===== src/rtl/sercc_pkg.sv =====
package sercc_pkg;
    localparam int BYTE_W   = 8;
    localparam int NUM_CH   = 2;
    localparam int NUM_REG  = 8;
    localparam int PTR_W    = $clog2(NUM_REG);

    localparam int REG_CMD  = 0;
    localparam int REG_INT  = 1;
    localparam int REG_VEC  = 2;

    localparam logic [2:0] CMD_CHAN_RESET = 3'd3;

    localparam int ST_RX_AVAIL = 0;
    localparam int ST_TX_EMPTY = 2;

    typedef struct packed {
        logic wr_ctrl;
        logic rd_ctrl;
        logic wr_data;
        logic rd_data;
    } access_t;
endpackage


===== src/rtl/sercc_byte_fifo.sv =====
module sercc_byte_fifo #(
    parameter int DEPTH = 4,
    parameter int W     = 8
) (
    input  logic         clk,
    input  logic         rst_n,
    input  logic         flush,
    input  logic         push,
    input  logic [W-1:0] push_data,
    input  logic         pop,
    output logic [W-1:0] head,
    output logic         empty,
    output logic         full
);
    localparam int IDX_W = (DEPTH > 1) ? $clog2(DEPTH) : 1;
    localparam int CNT_W = $clog2(DEPTH + 1);
    localparam logic [IDX_W-1:0] LAST = IDX_W'(DEPTH - 1);
    localparam logic [CNT_W-1:0] CAP  = CNT_W'(DEPTH);

    typedef struct packed {
        logic [DEPTH-1:0][W-1:0] mem;
        logic [IDX_W-1:0]        wptr;
        logic [IDX_W-1:0]        rptr;
        logic [CNT_W-1:0]        count;
    } fifo_state_t;

    fifo_state_t st_q, st_d;
    logic do_push, do_pop;

    assign empty = (st_q.count == '0);
    assign full  = (st_q.count == CAP);
    assign head  = st_q.mem[st_q.rptr];

    always_comb begin
        st_d    = st_q;
        do_push = push && !full;
        do_pop  = pop && !empty;
        if (flush) begin
            st_d.wptr  = '0;
            st_d.rptr  = '0;
            st_d.count = '0;
        end else begin
            if (do_push) begin
                st_d.mem[st_q.wptr] = push_data;
                st_d.wptr = (st_q.wptr == LAST) ? '0 : st_q.wptr + 1'b1;
            end
            if (do_pop) begin
                st_d.rptr = (st_q.rptr == LAST) ? '0 : st_q.rptr + 1'b1;
            end
            case ({do_push, do_pop})
                2'b10:   st_d.count = st_q.count + 1'b1;
                2'b01:   st_d.count = st_q.count - 1'b1;
                default: st_d.count = st_q.count;
            endcase
        end
    end

    always_ff @(posedge clk) begin
        if (!rst_n) st_q <= '0;
        else        st_q <= st_d;
    end
endmodule


===== src/rtl/sercc_channel.sv =====
module sercc_channel
    import sercc_pkg::*;
#(
    parameter int RX_DEPTH = 4,
    parameter int TX_DEPTH = 4
) (
    input  logic              clk,
    input  logic              rst_n,
    input  access_t           acc,
    input  logic [BYTE_W-1:0] wdata,
    output logic [BYTE_W-1:0] ctrl_rdata,
    output logic [BYTE_W-1:0] data_rdata,
    output logic [BYTE_W-1:0] vec_byte,
    output logic              rx_int_en,
    output logic              rx_avail,
    output logic              chan_reset,
    output logic              tx_valid,
    output logic [BYTE_W-1:0] tx_data,
    input  logic              tx_ready,
    input  logic              rx_valid,
    input  logic [BYTE_W-1:0] rx_data,
    output logic              rx_ready
);
    typedef struct packed {
        logic [PTR_W-1:0]                ptr;
        logic [NUM_REG-1:0][BYTE_W-1:0]  regs;
    } chan_state_t;

    chan_state_t st_q, st_d;

    logic tx_empty, tx_full, rx_empty, rx_full;
    logic [BYTE_W-1:0] rx_head;
    logic [BYTE_W-1:0] status;
    logic unused_tx_full;

    assign unused_tx_full = tx_full;

    assign chan_reset = acc.wr_ctrl && (st_q.ptr == '0) &&
                        (wdata[5:3] == CMD_CHAN_RESET);

    always_comb begin
        status = '0;
        status[ST_RX_AVAIL] = !rx_empty;
        status[ST_TX_EMPTY] = tx_empty;
    end

    assign ctrl_rdata = (st_q.ptr == '0) ? status : '0;
    assign data_rdata = rx_empty ? '0 : rx_head;
    assign vec_byte   = st_q.regs[REG_VEC];
    assign rx_int_en  = |st_q.regs[REG_INT][4:3];
    assign rx_avail   = !rx_empty;
    assign tx_valid   = !tx_empty;
    assign rx_ready   = !rx_full;

    always_comb begin
        st_d = st_q;
        if (acc.wr_ctrl) begin
            if (st_q.ptr == '0) begin
                st_d.regs[REG_CMD] = wdata;
                st_d.ptr = chan_reset ? '0 : wdata[PTR_W-1:0];
            end else begin
                st_d.regs[st_q.ptr] = wdata;
                st_d.ptr = '0;
            end
        end else if (acc.rd_ctrl) begin
            st_d.ptr = '0;
        end
    end

    always_ff @(posedge clk) begin
        if (!rst_n) st_q <= '0;
        else        st_q <= st_d;
    end

    sercc_byte_fifo #(.DEPTH(TX_DEPTH), .W(BYTE_W)) u_txq (
        .clk       (clk),
        .rst_n     (rst_n),
        .flush     (chan_reset),
        .push      (acc.wr_data),
        .push_data (wdata),
        .pop       (tx_ready),
        .head      (tx_data),
        .empty     (tx_empty),
        .full      (tx_full)
    );

    sercc_byte_fifo #(.DEPTH(RX_DEPTH), .W(BYTE_W)) u_rxq (
        .clk       (clk),
        .rst_n     (rst_n),
        .flush     (chan_reset),
        .push      (rx_valid),
        .push_data (rx_data),
        .pop       (acc.rd_data),
        .head      (rx_head),
        .empty     (rx_empty),
        .full      (rx_full)
    );
endmodule


===== src/rtl/sercc_regfile.sv =====
module sercc_regfile
    import sercc_pkg::*;
#(
    parameter int ADDR_W   = 8,
    parameter int RX_DEPTH = 4,
    parameter int TX_DEPTH = 4
) (
    input  logic                     clk,
    input  logic                     rst_n,
    input  logic                     io_req,
    input  logic                     io_wr,
    input  logic [ADDR_W-1:0]        io_addr,
    input  logic [BYTE_W-1:0]        io_wdata,
    output logic [BYTE_W-1:0]        io_rdata,
    input  logic                     inta,
    output logic                     irq,
    output logic [NUM_CH-1:0]        tx_valid,
    output logic [NUM_CH*BYTE_W-1:0] tx_data,
    input  logic [NUM_CH-1:0]        tx_ready,
    input  logic [NUM_CH-1:0]        rx_valid,
    input  logic [NUM_CH*BYTE_W-1:0] rx_data,
    output logic [NUM_CH-1:0]        rx_ready
);
    localparam int VEC_CH = 1;

    logic                         sel_ch;
    logic                         sel_ctrl;
    logic                         bus_live;
    logic unused_addr_hi;
    access_t                      acc      [NUM_CH];
    logic [NUM_CH-1:0][BYTE_W-1:0] ctrl_rd;
    logic [NUM_CH-1:0][BYTE_W-1:0] data_rd;
    logic [NUM_CH-1:0][BYTE_W-1:0] vec_b;
    logic [NUM_CH-1:0]            rx_en;
    logic [NUM_CH-1:0]            rx_avail;
    logic [NUM_CH-1:0]            ch_reset;

    assign sel_ch         = io_addr[0];
    assign sel_ctrl       = io_addr[1];
    assign bus_live       = io_req && !inta;
    assign unused_addr_hi = ^io_addr[ADDR_W-1:2];

    for (genvar c = 0; c < NUM_CH; c++) begin : g_ch
        logic hit;
        assign hit = bus_live && (sel_ch == c[0]);
        always_comb begin
            acc[c].wr_ctrl = hit &&  io_wr &&  sel_ctrl;
            acc[c].rd_ctrl = hit && !io_wr &&  sel_ctrl;
            acc[c].wr_data = hit &&  io_wr && !sel_ctrl;
            acc[c].rd_data = hit && !io_wr && !sel_ctrl;
        end

        sercc_channel #(.RX_DEPTH(RX_DEPTH), .TX_DEPTH(TX_DEPTH)) u_chan (
            .clk        (clk),
            .rst_n      (rst_n),
            .acc        (acc[c]),
            .wdata      (io_wdata),
            .ctrl_rdata (ctrl_rd[c]),
            .data_rdata (data_rd[c]),
            .vec_byte   (vec_b[c]),
            .rx_int_en  (rx_en[c]),
            .rx_avail   (rx_avail[c]),
            .chan_reset (ch_reset[c]),
            .tx_valid   (tx_valid[c]),
            .tx_data    (tx_data[c*BYTE_W +: BYTE_W]),
            .tx_ready   (tx_ready[c]),
            .rx_valid   (rx_valid[c]),
            .rx_data    (rx_data[c*BYTE_W +: BYTE_W]),
            .rx_ready   (rx_ready[c])
        );
    end

    always_comb begin
        if (inta)
            io_rdata = vec_b[VEC_CH];
        else if (io_req && !io_wr)
            io_rdata = sel_ctrl ? ctrl_rd[sel_ch] : data_rd[sel_ch];
        else
            io_rdata = '0;
    end

    assign irq = |(rx_avail & rx_en);
endmodule


===== config.mk =====
export PLATFORM = sky130hd
export DESIGN_NAME = sercc_regfile
export DESIGN_NICKNAME = d
export VERILOG_FILES = /design/src/rtl/sercc_pkg.sv /design/src/rtl/sercc_byte_fifo.sv /design/src/rtl/sercc_channel.sv /design/src/rtl/sercc_regfile.sv
export SDC_FILE = /design/constraint.sdc
export NUM_CORES = 1
export LEC_CHECK = 0
export ABC_AREA = 1
export CAP_MARGIN = 25
export CORE_AREA = 2 2 173 107
export DETAILED_ROUTE_END_ITERATION = 8
export DIE_AREA = 0 0 175 109
export PLACE_DENSITY = 0.73
export SYNTH_ARGS = -nofsm -noshare
export SYNTH_HDL_FRONTEND = slang
export SYNTH_SLANG_ARGS = --single-unit

===== constraint.sdc =====
create_clock -name clk -period 2.32 [get_ports clk]
set_input_delay 0.464 -clock clk [delete_from_list [all_inputs] [get_ports clk]]
set_output_delay 0.464 -clock clk [all_outputs]
set_load 0.01 [all_outputs]

==> out/results.tsv <==
stage	metric	value	unit
power	Pwr per Cell Area	616	mW/mm2
logic_synthesis	Yosys top cell area share	38.1	%
finish	Layout Area Growth over Synthesis	21.8	%
logic_synthesis	largest family of logic cells by synthesized area	simple AND/OR/NAND/NOR gates	
placement	placed standard-cell area	0.0104	mm2
clocking	clk_lat worst skew	440	ps
logic_synthesis	top post-synthesis cells by area	dfxtp_1 38%, nand2_1 11%, inv_1 8.7%	
route	number of remaining DRC errors	0	
route	vias per inst	5.24	
logic_synthesis	Synth Area in XOR/XNOR	0.670	%
floorplanning	Initial Util	51.9	%
sta	Worst-Margin Slew	586	ps
power	Lkg Pwr	4.90	nW
floorplanning	full die area	0.0191	mm2
logic_synthesis	Syn Inst Count	1352	
logic_synthesis	Seq cells post-synth	174	
global_routing	GR Overflow Total	0	
global_routing	largest net degree at the start of global routing	58	
logic_synthesis	Seq/Total Area, Yosys	38.1	%
logic_synthesis	Simple-Gate Fraction of Synth Area	28.5	%
global_routing	first-pass GRT wire length	40.3	mm
logic_synthesis	Post-Synth Adder-Cell Area	4.16	%
route	router iterations before antenna repair	6	
sta	Final period util	98.1	%
clocking	Max clock buf depth	2	
placement	Post-DP HPWL	17.5	mm
sta	unrepaired setup endpoints after global routing	true	
clocking	total CTS buffers	17	
placement	Final Wtd Congestion	0.904	
setup_path	CP endpoint kind	primary output	
run_status	status	finished clean	
sta	max-slew violations	0	
clocking	clk slew on worst S/H paths	70	ps
setup_path	CP Max Fanout	7	
sta	clock period minus worst slack	2280	ps
placement	IO buf count	63	
setup_path	WP data arrival	1810	ps
logic_synthesis	post-synthesis average cell area	6.77	um2
clocking	CTS tree	done	
clocking	Sinks on Clock Net	174	
finish	Final Cell Area	0.0111	mm2
logic_synthesis	Synth cell types	33	
power	Worst VDD drop	399	uV
sta	Worst Skew	11.0	ps
route	WL/cell	14.5	um
floorplanning	io pins	70	
route	Routed WL	24.8	mm
finish	share of cells above drive strength 1	14.9	%
flow_run	max cap viols	0	
floorplanning	Die H	109	um
finish	number of diodes	0	
floorplanning	# rows	38	
setup_path	crit path kind	flop to primary output	
worst_hold_path	worst hold path class	flop to flop	
clocking	# hold bufs at CTS	0	
finish	layout filler cell count	1606	
setup_path	Critical Path RT	1860	ps
logic_synthesis	Ys Warns	0	
floorplanning	core area	0.0176	mm2
logic_synthesis	Mapped Nets	1421	
setup_path	Setup crit start kind	flop	
sta	Rel. slew slack	60.8	%
clocking	H-tree depth	4	
route	Detail Route Antenna Nets	0	
logic_synthesis	post-synthesis mux area share	0.219	%
global_routing	total track usage	26.5	%
floorplanning	die span in x	175	um
route	vias post-DR	8937	
logic_synthesis	Synth area leader	dfxtp_1	
route	DRT iter0 DRCs	768	
logic_synthesis	Mapped Area	0.00915	mm2
finish	layout net count	1521	
sta	setup violators final	0	
global_routing	initial antenna violation count	0	
sta	Hold Vio Cnt, Final	0	
clocking	Root Driver	clkbuf_16	
sta	Max Clock Freq	439	MHz
logic_synthesis	Synth Area in Compound Gates	14.5	%
sta	WHS	441	ps
global_routing	vias in the first global route	8108	
power	Design Power	6.87	mW
flip-flops by register name, summed over array words and instances, names as in the netlist:
name and cells:
g_ch.u_chan.u_rxq.st_q 78, g_ch.u_chan.u_txq.st_q 78, g_ch.u_chan.st_q 10, g_ch.u_chan.vec_byte 8
cells in the mapped netlist:
master    count
nand2_1     262
inv_1       213
dfxtp_1     174
a21oi_1     137
nor2_1      128
o21ai_0     102
nand4_1      98
clkbuf_1     49
nand3_1      46
ha_1         24
buf_2        20
o22ai_1      16
buf_4        10
nand3_2      10
xor2_1        7
clkinv_1      6
o21ai_1       6
buf_6         5
inv_2         5
nand3b_1      5
buf_1         4
fa_1          4
nor2_2        4
nor2_4        4
nor3_1        3
and2_1        2
mux2i_1       2
nand2_2       1
nand3b_4      1
nand4_2       1
nor3_2        1
nor3b_2       1
or2_2         1
cell families (layout without fill, tap and decap cells):
kind of cell / after synthesis / in the layout
and+or+nand+nor: 568 / 568
AOI/OAI and AO/OA: 261 / 261
buffers and inverters: 312 / 425
muxes: 2 / 2
DFF: 174 / 174
adders and majority gates: 28 / 28
xor gates and xnor gates: 7 / 7
timing repair:
item,4_1_cts,5_1_grt
buffers inserted,7,5
resized for setup,86,37
pin swaps,8,4
cloned,1,0
setup endpoints to repair,26,17
worst max-delay path, cell delays in order (launching register included):
cell and delay, ps:
dfxtp_1 320, buf_4 160, buf_4 160, a21oi_1 120, o21ai_1 90, nand3_1 140, nand2_2 110, nand3_1 100
nand2_1 50, buf_2 140
cell usage in the layout (no fill, tap or decap), types with 21 or more instances in the layout:
master,count
nand2_1,253
inv_1,204
dfxtp_1,162
a21oi_1,132
nor2_1,128
nand4_1,98
buf_4,97
o21ai_0,83
nand3_1,44
clkdlybuf4s50_1,33
ha_1,23
o21ai_1,21
metrics by stage:
stage                     util (%)  setup WS [ps]  cells  TNS [ps]
after detailed placement      58.9           -464   1660    -13280
after floorplan                  -            198   1352         0
after CTS                     62.7           6.13   1700         0
final                         63.2           43.7   1705         0
after global placement        58.9           -421   1660    -11060
after global routing          63.2          -8.34   1705     -9.21
worst paths after layout:
kind	startpoint	to	slack, ps	cells after the start
worst max-delay path	g_ch[1].u_chan.u_rxq.st_q[4]	io_rdata[5]	40	9
worst min-delay path	g_ch[1].u_chan.u_txq.st_q[23]	g_ch[1].u_chan.u_txq.st_q[23]	440	2
worst min register to register	g_ch[1].u_chan.u_txq.st_q[23]	g_ch[1].u_chan.u_txq.st_q[23]	440	2
worst max register to register	g_ch[1].u_chan.u_txq.st_q[0]	g_ch[1].u_chan.u_txq.st_q[2]	140	12
layer usage:
layer | track usage (%) | routed length (um)
met2 | 40.1 | 10600
met4 | 7.08 | 259
met5 | 0 | 0
met1 | 39.5 | 12600
met3 | 3.91 | 1430
where the power goes:
part           total, mW  switching (mW)  leakage [nW]  internal (mW)
Combinational      0.932           0.563          3.21          0.370
Clock               2.81            1.27         0.267           1.54
Sequential          3.13          0.0501          1.42           3.08
area by class of cell:
class	instances	area (um2)	area share, %
clock inverter	12	111	0.999
multi-input combinational	866	4480	40.1
tap	240	300	2.69
inverter	224	851	7.63
timing repair inverter	1	5.00	0.0449
timing repair buffer	168	1440	12.9
sequential	174	3510	31.4
clock buffer	20	457	4.10
Power figures use the tool's default switching activity.
